--- config.mk ---
export PLATFORM = sky130hd
export DESIGN_NAME = gated_bcd_counter
export DESIGN_NICKNAME = d
export VERILOG_FILES = /design/src/rtl/gbc_pkg.sv /design/src/rtl/gbc_pulse_sync.sv /design/src/rtl/gbc_decade.sv /design/src/rtl/gbc_window_ctrl.sv /design/src/rtl/gated_bcd_counter.sv
export SDC_FILE = /design/constraint.sdc
export NUM_CORES = 1
export LEC_CHECK = 0
export BUFFER_PORTS_ARGS = -buffer_cell sky130_fd_sc_hd__buf_2
export CORE_ASPECT_RATIO = 1.2
export CORE_UTILIZATION = 55
export DETAILED_ROUTE_END_ITERATION = 10
export PLACE_DENSITY = 0.76
export SYNTH_ARGS = -nofsm -noshare
export SYNTH_HDL_FRONTEND = slang
export SYNTH_HIERARCHICAL = 1
export SYNTH_SLANG_ARGS = --single-unit
--- constraint.sdc ---
create_clock -name clk -period 10.6 [get_ports clk]
set_clock_uncertainty 0.15 [all_clocks]
set_input_delay 1.06 -clock clk [delete_from_list [all_inputs] [get_ports clk]]
set_output_delay 1.06 -clock clk [all_outputs]
set_load 0.01 [all_outputs]
--- src/rtl/gbc_pkg.sv ---
package gbc_pkg;
  localparam int unsigned BCD_W = 4;

  typedef logic [BCD_W-1:0] bcd_t;

  function automatic bcd_t bcd_next(input bcd_t d);
    return (d == bcd_t'(9)) ? bcd_t'(0) : bcd_t'(d + bcd_t'(1));
  endfunction

  function automatic logic bcd_is_top(input bcd_t d);
    return d == bcd_t'(9);
  endfunction

  function automatic logic bcd_valid(input bcd_t d);
    return d <= bcd_t'(9);
  endfunction
endpackage

--- src/rtl/gbc_pulse_sync.sv ---
module gbc_pulse_sync #(
  parameter int unsigned STAGES = 2
) (
  input  logic clk,
  input  logic rst_n,
  input  logic raw_in,
  output logic rise_stb
);
  localparam int unsigned LAST = STAGES - 1;

  logic [STAGES-1:0] sync_q;
  logic              prev_q;

  always_ff @(posedge clk or negedge rst_n) begin
    if (!rst_n) begin
      sync_q <= '0;
      prev_q <= 1'b0;
    end else begin
      sync_q <= {sync_q[STAGES-2:0], raw_in};
      prev_q <= sync_q[LAST];
    end
  end

  assign rise_stb = sync_q[LAST] & ~prev_q;
endmodule

--- src/rtl/gbc_decade.sv ---
module gbc_decade
  import gbc_pkg::*;
(
  input  logic clk,
  input  logic rst_n,
  input  logic clr,
  input  logic step,
  output bcd_t digit,
  output logic carry
);
  bcd_t digit_q;

  always_ff @(posedge clk or negedge rst_n) begin
    if (!rst_n)    digit_q <= '0;
    else if (clr)  digit_q <= '0;
    else if (step) digit_q <= bcd_next(digit_q);
  end

  assign digit = digit_q;
  assign carry = step & ~clr & bcd_is_top(digit_q);
endmodule

--- src/rtl/gbc_window_ctrl.sv ---
module gbc_window_ctrl (
  input  logic clk,
  input  logic rst_n,
  input  logic gate_in,
  input  logic lock_req,
  input  logic top_carry,
  output logic xfer_stb,
  output logic clr_stb,
  output logic ovf_flag,
  output logic hold_q
);
  logic gate_q;
  logic gate_fall;
  logic gate_rise;
  logic fall_q;
  logic clr_q;
  logic armed_q;
  logic ovf_q;
  logic lockd_q;

  assign gate_fall = gate_q & ~gate_in;
  assign gate_rise = ~gate_q & gate_in;

  always_ff @(posedge clk or negedge rst_n) begin
    if (!rst_n) begin
      gate_q <= 1'b0;
      fall_q <= 1'b0;
      clr_q  <= 1'b0;
    end else begin
      gate_q <= gate_in;
      fall_q <= gate_fall;
      clr_q  <= fall_q;
    end
  end

  assign xfer_stb = fall_q & ~lockd_q;
  assign clr_stb  = clr_q;

  always_ff @(posedge clk or negedge rst_n) begin
    if (!rst_n)         armed_q <= 1'b1;
    else if (top_carry) armed_q <= 1'b0;
    else if (gate_rise) armed_q <= 1'b1;
  end

  always_ff @(posedge clk or negedge rst_n) begin
    if (!rst_n)        ovf_q <= 1'b0;
    else if (xfer_stb) ovf_q <= ~armed_q;
  end

  always_ff @(posedge clk or negedge rst_n) begin
    if (!rst_n)        lockd_q <= 1'b0;
    else if (!lock_req) lockd_q <= 1'b0;
    else if (xfer_stb) lockd_q <= 1'b1;
  end

  assign ovf_flag = ovf_q;
  assign hold_q   = lockd_q;
endmodule

--- src/rtl/gated_bcd_counter.sv ---
module gated_bcd_counter
  import gbc_pkg::*;
#(
  parameter int unsigned DIGITS      = 6,
  parameter int unsigned SYNC_STAGES = 2
) (
  input  logic                  clk,
  input  logic                  rst_n,
  input  logic                  gate_in,
  input  logic                  pulse_in,
  input  logic                  lock_req,
  output logic [4*DIGITS-1:0]   disp_bcd,
  output logic                  over_flag,
  output logic                  cap_stb
);
  localparam int unsigned VEC_W = BCD_W * DIGITS;

  logic              pulse_rise;
  logic              count_step;
  logic              clr_stb;
  logic              hold_q;
  logic [DIGITS:0]   step_chain;
  logic [DIGITS-1:0] carry_vec;
  logic [VEC_W-1:0]  count_vec;
  logic [VEC_W-1:0]  store_q;

  gbc_pulse_sync #(.STAGES(SYNC_STAGES)) u_sync (
    .clk      (clk),
    .rst_n    (rst_n),
    .raw_in   (pulse_in),
    .rise_stb (pulse_rise)
  );

  assign count_step    = pulse_rise & gate_in;
  assign step_chain[0] = count_step;

  for (genvar gi = 0; gi < DIGITS; gi++) begin : g_dec
    bcd_t dig;
    gbc_decade u_dec (
      .clk   (clk),
      .rst_n (rst_n),
      .clr   (clr_stb),
      .step  (step_chain[gi]),
      .digit (dig),
      .carry (carry_vec[gi])
    );
    assign step_chain[gi+1]            = carry_vec[gi];
    assign count_vec[BCD_W*gi +: BCD_W] = dig;
  end

  gbc_window_ctrl u_ctrl (
    .clk       (clk),
    .rst_n     (rst_n),
    .gate_in   (gate_in),
    .lock_req  (lock_req),
    .top_carry (step_chain[DIGITS]),
    .xfer_stb  (cap_stb),
    .clr_stb   (clr_stb),
    .ovf_flag  (over_flag),
    .hold_q    (hold_q)
  );

  always_ff @(posedge clk or negedge rst_n) begin
    if (!rst_n)       store_q <= '0;
    else if (cap_stb) store_q <= count_vec;
  end

  assign disp_bcd = store_q;
endmodule

==> impl_metrics.toml, run 1 <==
[clock_network]
cts.root.buffer_cell = "clkbuf_8"
hold_buffers = 0
numCtsBuffers = 9
postCtsSetupBuffers = 0
cts_tree = "built"
clock-sinks = 57
cts_buffer_depth = 2
cts_resized = 0
clkLatencyLatePin_ps = 320
clk_pin_slew_ps = 60
htreeDepth = 3

[synth]
synth_ff_type = "dfrtp_1"
synth_nets = 236
ys_ff_latch = 57
netlist_instances = 219
synth_common_cells = "dfrtp_1, mux2_4, a21oi_1"
async_flop_share_pct = 100
synth_seq_area_share_pct = 51.4
netlist_top_cells_area = "dfrtp_1, mux2_4, ha_1"
synth_largest_area_cell = "dfrtp_1"
yosysTopAreaCellShare_pct = 50.4
syn_area_sq_um = 2780
syn_area_per_cell_sq_um = 12.7
synth_warnings = 6
synth.most_common_cell = "dfrtp_1"
yosysUniqueCellTypes = 23
synth_edf_count = 0

[setup_path]
max_stage_delay_ps = 650
critPathLaunchType = "input port"
cpMostUsedCell = "nor3b_1"
required_ps = 10700
cp_slowest_cell = "nor3b_1"
endpoint_kind = "register"
cp.arrival_ps = 5280
crit_type = "in -> reg"
path_max_fanout = 8
critical_path.cell_chain = "buf_2 -> and2_1 -> nor3b_1 -> nor3b_1 -> nor3b_1 -> nor3b_1 -> nor3b_1 -> nand2_1 -> or3b_1 -> a21oi_2"

[timing]
worst_slack_ps = 5420
max_freq_mhz = 193
slew_viol_final = 0
fin_crit_ps = 5180
finalCritPeriodShare_pct = 48.8
finalHoldViolations = 0
setup_tns_ps = 0
setup_violations = 0
rsz0062_at_grt = "false"
worst_pin_slew_ps = 1040
relSlewSlack_pct = 30.7

[global_route]
grt_start_max_net_pins = 58
grt_pass1_vias = 1742
grt_usage_pct = 19.7
antenna_found_initial = 0
grt_first_pass_wirelength_um = 7830
grt_overflow = 0

[detailed_routing]
drcViolationCount = 0
vias = 1777
ant_nets = 0
routedWlPerCell_um = 14.0
wl_um = 4540
drtIter0Drc = 109
first_pass_iters = 4
routed_via_density = 5.48

[finish]
antenna_cells = 0
area_delta_synth_final_pct = 13.1
finalNonFillerCells = 324
nets = 276
final_area_sq_um = 3140
drive_gt1_share_pct = 32.6
nFillCells = 410

[die]
rows = 28
die_h_um = 79.9
fp.dieArea_sq_um = 5340
coreArea_sq_um = 4900
num_io_pins = 31
start_util_pct = 56.7
die_w_um = 66.9

[worst_hold_path]
hold_class = "reg -> reg"

[placed_design]
numPortBuffers = 30
placed_area_sq_um = 2970
dp_cells = 308
place_congestion = 0.786
pre_cts_ws_ps = 5120
hpwl_um = 2870

[power]
vdd_drop_max_mv = 0.102
p_per_area_nw_per_um2 = 133
leakagePower_nw = 1.51
total_power_mw = 0.419

[outcome]
status = "finished, final reports clean"

[flow_run]
drv_cap = 0
## critical path, delay by kind of cell
family | cells | cell delay [ps]
buffers and inverters | 1 | 110
AOI/OAI and AO/OA | 1 | 120
and+or+nand+nor | 8 | 3980
## placed cells by master, fill, tap and decap left out, types with 7 or more instances in the layout
cell / Yosys / routed
dfrtp_1: 56 / 56
buf_2: 0 / 30
mux2_4: 21 / 21
a21oi_1: 19 / 19
nand2_1: 18 / 18
nand2b_1: 13 / 13
o21ai_0: 12 / 12
nand3b_1: 12 / 12
ha_1: 12 / 12
clkbuf_8: 0 / 11
inv_1: 7 / 7
## final cells by class
| type | count | area [sq um] | area share (%) |
|---|---|---|---|
| timing repair buffer | 32 | 165 | 5.25 |
| sequential | 57 | 1430 | 45.4 |
| clock buffer | 13 | 159 | 5.06 |
| tap | 60 | 75.1 | 2.39 |
| multi-input combinational | 152 | 1270 | 40.6 |
| inverter | 7 | 26.3 | 0.836 |
| clock inverter | 3 | 15.0 | 0.478 |
## path summary, 6_finish.rpt
kind | startpoint | end | slack (ps) | depth (start not counted)
max in group asynchronous | rst_n | g_dec[5].u_dec/digit[0]$_DFFE_PN0P_ | 9110 | 2
min in group asynchronous | rst_n | g_dec[1].u_dec/digit[2]$_DFFE_PN0P_ | 720 | 2
worst min-delay path | u_sync/sync_q[0]$_DFF_PN0_ | u_sync/sync_q[1]$_DFF_PN0_ | 210 | 0
worst min register to register | u_sync/sync_q[0]$_DFF_PN0_ | u_sync/sync_q[1]$_DFF_PN0_ | 210 | 0
worst max register to register | g_dec[0].u_dec/digit[1]$_DFFE_PN0P_ | g_dec[5].u_dec/digit[2]$_DFFE_PN0P_ | 5730 | 11
worst max-delay path | gate_in | g_dec[5].u_dec/digit[2]$_DFFE_PN0P_ | 5420 | 10
## sequential cells by signal, summed over array words and instances (netlist names)
| signal | flops |
|---|---|
| disp_bcd | 24 |
| g_dec.u_dec/digit | 24 |
| u_sync/sync_q | 2 |
| u_ctrl/armed_q | 1 |
| u_ctrl/clr_stb | 1 |
| u_ctrl/fall_q | 1 |
| u_ctrl/gate_q | 1 |
| u_ctrl/hold_q | 1 |
| u_ctrl/ovf_flag | 1 |
| u_sync/prev_q | 1 |
## logic make-up after synthesis
logic type	count (synthesis)	synth area share (%)
compound gates	44	9.36
fa+ha+maj	12	5.40
buf+inv	10	2.79
flops	57	51.4
mux	25	13.0
simple gates	71	18.1
## metal layers
metal / wire (um) / global-route usage (%)
met5: 0 / 0
met4: 35 / 11.1
met1: 2140 / 25.1
met2: 2240 / 31.0
met3: 122 / 3.86
## stage by stage
step	util [%]	hold slack, ps
finish	64.1	208
global route	64.1	214
CTS	64.1	210
detailed placement	60.5	196
global placement	60.5	183
floorplan	-	181
## report_power, final
group	switching [mW]	total (mW)	internal, mW	leakage (nW)
logic	0.0121	0.0194	0.00727	0.635
registers	0.00265	0.224	0.221	0.779
clock network	0.0793	0.176	0.0965	0.0932
total	0.0940	0.419	0.325	1.51
Power figures use the tool's default switching activity.
==> inputs of run 2 (changes only) <==
- CORE_UTILIZATION: 55 -> 52
- PLACE_DENSITY: 0.76 -> 0.75
- clock period: 10.6 -> 4.6 ns (I/O delays scaled with it)
==> impl_metrics.toml, run 2 (synthesis gave the netlist of run 1 again) <==
[timing]
setup_tns_ps = 0
worst_slack_ps = 932
relSlewSlack_pct = 33.7
setup_violations = 0
max_freq_mhz = 273
finalHoldViolations = 0
rsz0062_at_grt = "false"
slew_viol_final = 0
finalCritPeriodShare_pct = 79.7
worst_pin_slew_ps = 992
fin_crit_ps = 3670

[clock_network]
cts.root.buffer_cell = "clkbuf_8"
htreeDepth = 3
postCtsSetupBuffers = 0
cts_tree = "built"
cts_resized = 0
clkLatencyLatePin_ps = 330
numCtsBuffers = 9
hold_buffers = 0
clock-sinks = 57
clk_pin_slew_ps = 60
cts_buffer_depth = 2

[placed_design]
hpwl_um = 2860
dp_cells = 312
pre_cts_ws_ps = 946
numPortBuffers = 30
place_congestion = 0.784

[die]
die_h_um = 82.1
start_util_pct = 55.1
fp.dieArea_sq_um = 5640
coreArea_sq_um = 5040
die_w_um = 68.8
num_io_pins = 31
rows = 28

[worst_hold_path]
worst_hold_startpoint = "pulse_in"
min_delay_path_depth = 1
holdPathEnd = "u_sync/sync_q[0]$_DFF_PN0_"
hold_class = "in -> reg"

[detailed_routing]
drcViolationCount = 0
routed_via_density = 5.28
ant_nets = 0
first_pass_iters = 4
wl_um = 4460
routedWlPerCell_um = 13.6
drtIter0Drc = 80
vias = 1732

[global_route]
grt_start_max_net_pins = 58
antenna_found_initial = 0
grt_pass1_vias = 1571
grt_overflow = 0
grt_first_pass_wirelength_um = 7270
grt_usage_pct = 18.1

[setup_path]
endpoint_kind = "register"
required_ps = 4710
reg2reg_depth = 15
r2r-end = "g_dec[5].u_dec/digit[2]$_DFFE_PN0P_"
r2r-start = "g_dec[0].u_dec/digit[1]$_DFFE_PN0P_"
path_delay_family = "simple AND/OR/NAND/NOR gates"
crit_buf_inv = 5
cp_slowest_cell = "nor3b_1"
reg2reg_slack_ps = 930
critPathLaunchType = "register"
cp.arrival_ps = 3770
critical_path.cell_chain = "inv_1 -> ha_1 -> nand3b_2 -> nor3b_1 -> buf_4 -> nor3b_1 -> buf_4 -> nor3b_1 -> buf_4 -> nor3b_1 -> buf_4 -> nor3b_1 -> nand2_1 -> or3b_1 -> a21oi_2"
path_max_fanout = 8
crit_type = "reg -> reg"
cpMostUsedCell = "nor3b_1"
max_stage_delay_ps = 560

[finish]
layout_commonest_cell = "dfrtp_1"
final_util_pct = 62.9
finalNonFillerCells = 328
drive_gt1_share_pct = 33.6
final_cell_mix = "dfrtp_1, buf_2, mux2_4, a21oi_1, nand2_1"
antenna_cells = 0
area_delta_synth_final_pct = 14.1
nets = 280

[outcome]
status = "finished, final reports clean"

[power]
vdd_drop_max_mv = 0.242
p_per_area_nw_per_um2 = 304
leakagePower_nw = 1.53
total_power_mw = 0.964

[flow_run]
drv_cap = 0
-- run 2: changes by cell type in the layout (fill, tap and decap cells not counted), sizes merged --
cell / previous run / this run
buf: 32 / 36
-- run 2: worst max-delay path by stage --
stage,startpoint,end,depth (start not counted)
6_report,g_dec[0].u_dec/digit[1]$_DFFE_PN0P_,g_dec[5].u_dec/digit[2]$_DFFE_PN0P_,15
2_1_floorplan,u_ctrl/clr_stb$_DFF_PN0_,g_dec[5].u_dec/digit[2]$_DFFE_PN0P_,8
3_3_place_gp,gate_in,g_dec[5].u_dec/digit[2]$_DFFE_PN0P_,14
3_5_place_dp,gate_in,g_dec[5].u_dec/digit[2]$_DFFE_PN0P_,14
5_1_grt,g_dec[0].u_dec/digit[1]$_DFFE_PN0P_,g_dec[5].u_dec/digit[2]$_DFFE_PN0P_,15
4_1_cts,g_dec[0].u_dec/digit[1]$_DFFE_PN0P_,g_dec[5].u_dec/digit[2]$_DFFE_PN0P_,15
-- run 2: worst reg2reg max path, stage by stage, from the launching register on --
cell and delay, ps:
dfrtp_1 430, inv_1 80, ha_1 160, nand3b_2 110, nor3b_1 210, buf_4 170
nor3b_1 190, buf_4 180, nor3b_1 190, buf_4 170, nor3b_1 180, buf_4 170
nor3b_1 560, nand2_1 140, or3b_1 390, a21oi_2 120
-- run 2: area by class of cell --
cell class,instances,area [sq um]
fill,440,1870
sequential,57,1430
multi-input combinational,152,1270
timing repair buffer,36,195
clock buffer,13,159
tap,60,75.1
inverter,7,26.3
clock inverter,3,15.0
-- run 2: layer usage --
layer / track usage (%) / wire (um) / vias up
li1: - / - / 866
met1: 23.6 / 2220 / 831
met2: 26.7 / 2000 / 26
met3: 4.95 / 124 / 9
met4: 11.0 / 122 / 0
met5: 0 / 0 / -
-- run 2: where the power goes --
group	total, mW	switching [mW]	internal, mW
Combinational	0.0440	0.0274	0.0167
Clock	0.405	0.183	0.222
Sequential	0.515	0.00565	0.509
Total	0.964	0.216	0.748
-- run 2: per-stage QoR --
stage          area, sq um  hold slack, ps
2_1_floorplan         2780            14.4
3_3_place_gp          3000             199
3_5_place_dp          3000             192
4_1_cts               3170            82.8
5_1_grt               3170            76.8
6_report              3170            90.3
==> inputs of run 3 (changes only) <==
- CORE_UTILIZATION: 52 -> 55
- PLACE_DENSITY: 0.75 -> 0.76
- clock period: 4.6 -> 3.8 ns (I/O delays scaled with it)
==> impl_metrics.toml, run 3 (synthesis gave the netlist of run 1 again) <==
[outcome]
status = "finished, violations left"
violations = "negative hold slack"

[detailed_routing]
ant_nets = 0
routedWlPerCell_um = 14.5
first_pass_iters = 4
vias = 1791
drtIter0Drc = 80
drcViolationCount = 0
routed_via_density = 5.46
wl_um = 4750

[finish]
nFillCells = 400
finalNonFillerCells = 328
layout_commonest_cell = "dfrtp_1"
drive_gt1_share_pct = 34.3
nets = 281
antenna_cells = 0
final_cell_mix = "dfrtp_1, buf_2, mux2_4, a21oi_1, nand2_1"
area_delta_synth_final_pct = 15.6

[clock_network]
clock-sinks = 57
cts_buffer_depth = 2
postCtsSetupBuffers = 0
htreeDepth = 3
cts_tree = "built"
clkLatencyLatePin_ps = 330
clk_pin_slew_ps = 60
cts.root.buffer_cell = "clkbuf_8"
numCtsBuffers = 9

[timing]
max_freq_mhz = 306
setup_tns_ps = 0
rsz0062_at_grt = "false"
hold_ws_ps = -8.17
setup_violations = 0
finalHoldViolations = 12
fin_crit_ps = 3260
finalCritPeriodShare_pct = 85.9
worst_pin_slew_ps = 974
slew_viol_final = 0
relSlewSlack_pct = 34.9

[placed_design]
hpwl_um = 3090
place_congestion = 0.768
dp_cells = 312
numPortBuffers = 30

[power]
p_per_area_nw_per_um2 = 384
vdd_drop_max_mv = 0.333
leakagePower_nw = 1.54

[die]
rows = 28
die_h_um = 79.9
fp.dieArea_sq_um = 5340
num_io_pins = 31
die_w_um = 66.9
coreArea_sq_um = 4900
start_util_pct = 56.7

[global_route]
grt_pass1_vias = 1649
grt_start_max_net_pins = 38
grt_usage_pct = 19.7
antenna_found_initial = 0
grt_overflow = 0
grt_first_pass_wirelength_um = 7610

[setup_path]
cp_slowest_cell = "dfrtp_1"
cp.arrival_ps = 3380
r2r-start = "g_dec[0].u_dec/digit[1]$_DFFE_PN0P_"
critical_path.startpoint = "g_dec[0].u_dec/digit[1]$_DFFE_PN0P_"
critical_path.cell_chain = "inv_1 -> ha_1 -> nand3b_2 -> nor3b_2 -> buf_4 -> nor3b_1 -> nor3b_2 -> nor3b_1 -> buf_4 -> nor3b_1 -> nand2_1 -> or3b_1 -> a21oi_2"
crit_buf_inv = 3
required_ps = 3910
cpMostUsedCell = "nor3b_1"
crit_type = "reg -> reg"
endpoint_kind = "register"
max_stage_delay_ps = 420
path_delay_family = "simple AND/OR/NAND/NOR gates"
critPathLaunchType = "register"
path_max_fanout = 8

[worst_hold_path]
hold_class = "in -> async"

[flow_run]
drv_cap = 0
-- run 3: cell count changes in the layout (fill, tap and decap cells not counted), sizes merged --
cell and delta:
bufinv +1, clkbuf -1, clkinv -1, dlygate4sd3 +1
-- run 3: repair_timing --
| action | in CTS | in global routing |
|---|---|---|
| hold endpoints to repair | 1 | 0 |
| gates resized for setup | 0 | 0 |
| hold buffers | 1 | 0 |
-- run 3: final cells by class --
cell class,instances,area (sq um),share of cell area [%]
Timing Repair Buffer,37,205,6.38
Clock buffer,12,155,4.83
Tap cell,60,75.1,2.34
Sequential cell,57,1430,44.4
Multi-Input combinational cell,152,1280,40.0
Clock inverter,3,40.0,1.25
Inverter,7,26.3,0.817
-- run 3: path summary, 6_finish.rpt --
| path | to | slack (ps) | cells past startpoint |
|---|---|---|---|
| min in group clk | u_ctrl/gate_q$_DFF_PN0_ | 40 | 1 |
| min | disp_bcd[7]$_DFFE_PN0P_ | -8 | 1 |
| min reg2reg | u_sync/sync_q[1]$_DFF_PN0_ | 200 | 0 |
| max in group asynchronous | u_ctrl/armed_q$_DFFE_PN1P_ | 2680 | 2 |
| max reg2reg | g_dec[5].u_dec/digit[2]$_DFFE_PN0P_ | 540 | 13 |
| max | g_dec[5].u_dec/digit[2]$_DFFE_PN0P_ | 540 | 13 |
-- run 3: per-stage QoR --
stage          instance area [sq um]  power [mW]  hold WS (ps)  utilization [%]  worst slack, ps
2_1_floorplan                   2790       0.669         -65.6                -              104
3_3_place_gp                    3010       0.689           186             61.4              693
3_5_place_dp                    3010       0.690           188             61.4              522
4_1_cts                         3210        1.25          14.0             65.5              536
5_1_grt                         3210        1.28          37.2             65.5              221
6_report                        3210        1.23         -8.17             65.5              536
-- run 3: power breakdown --
part / internal [mW] / total, mW / switching (mW) / leakage (nW)
logic: 0.0209 / 0.0542 / 0.0333 / 0.661
registers: 0.616 / 0.624 / 0.00764 / 0.779
clock network: 0.333 / 0.556 / 0.224 / 0.102
total: 0.970 / 1.23 / 0.265 / 1.54
-- run 3: routing by layer --
| layer | routed length [um] | up-vias | global-route usage, % | share of wire (%) |
|---|---|---|---|---|
| met3 | 126 | 9 | 3.86 | 2.7 |
| met4 | 116 | 0 | 12.1 | 2.4 |
| li1 | - | 870 | - | - |
| met2 | 2270 | 31 | 30.2 | 48 |
| met5 | 0 | - | 0 | 0 |
| met1 | 2240 | 881 | 25.4 | 47 |
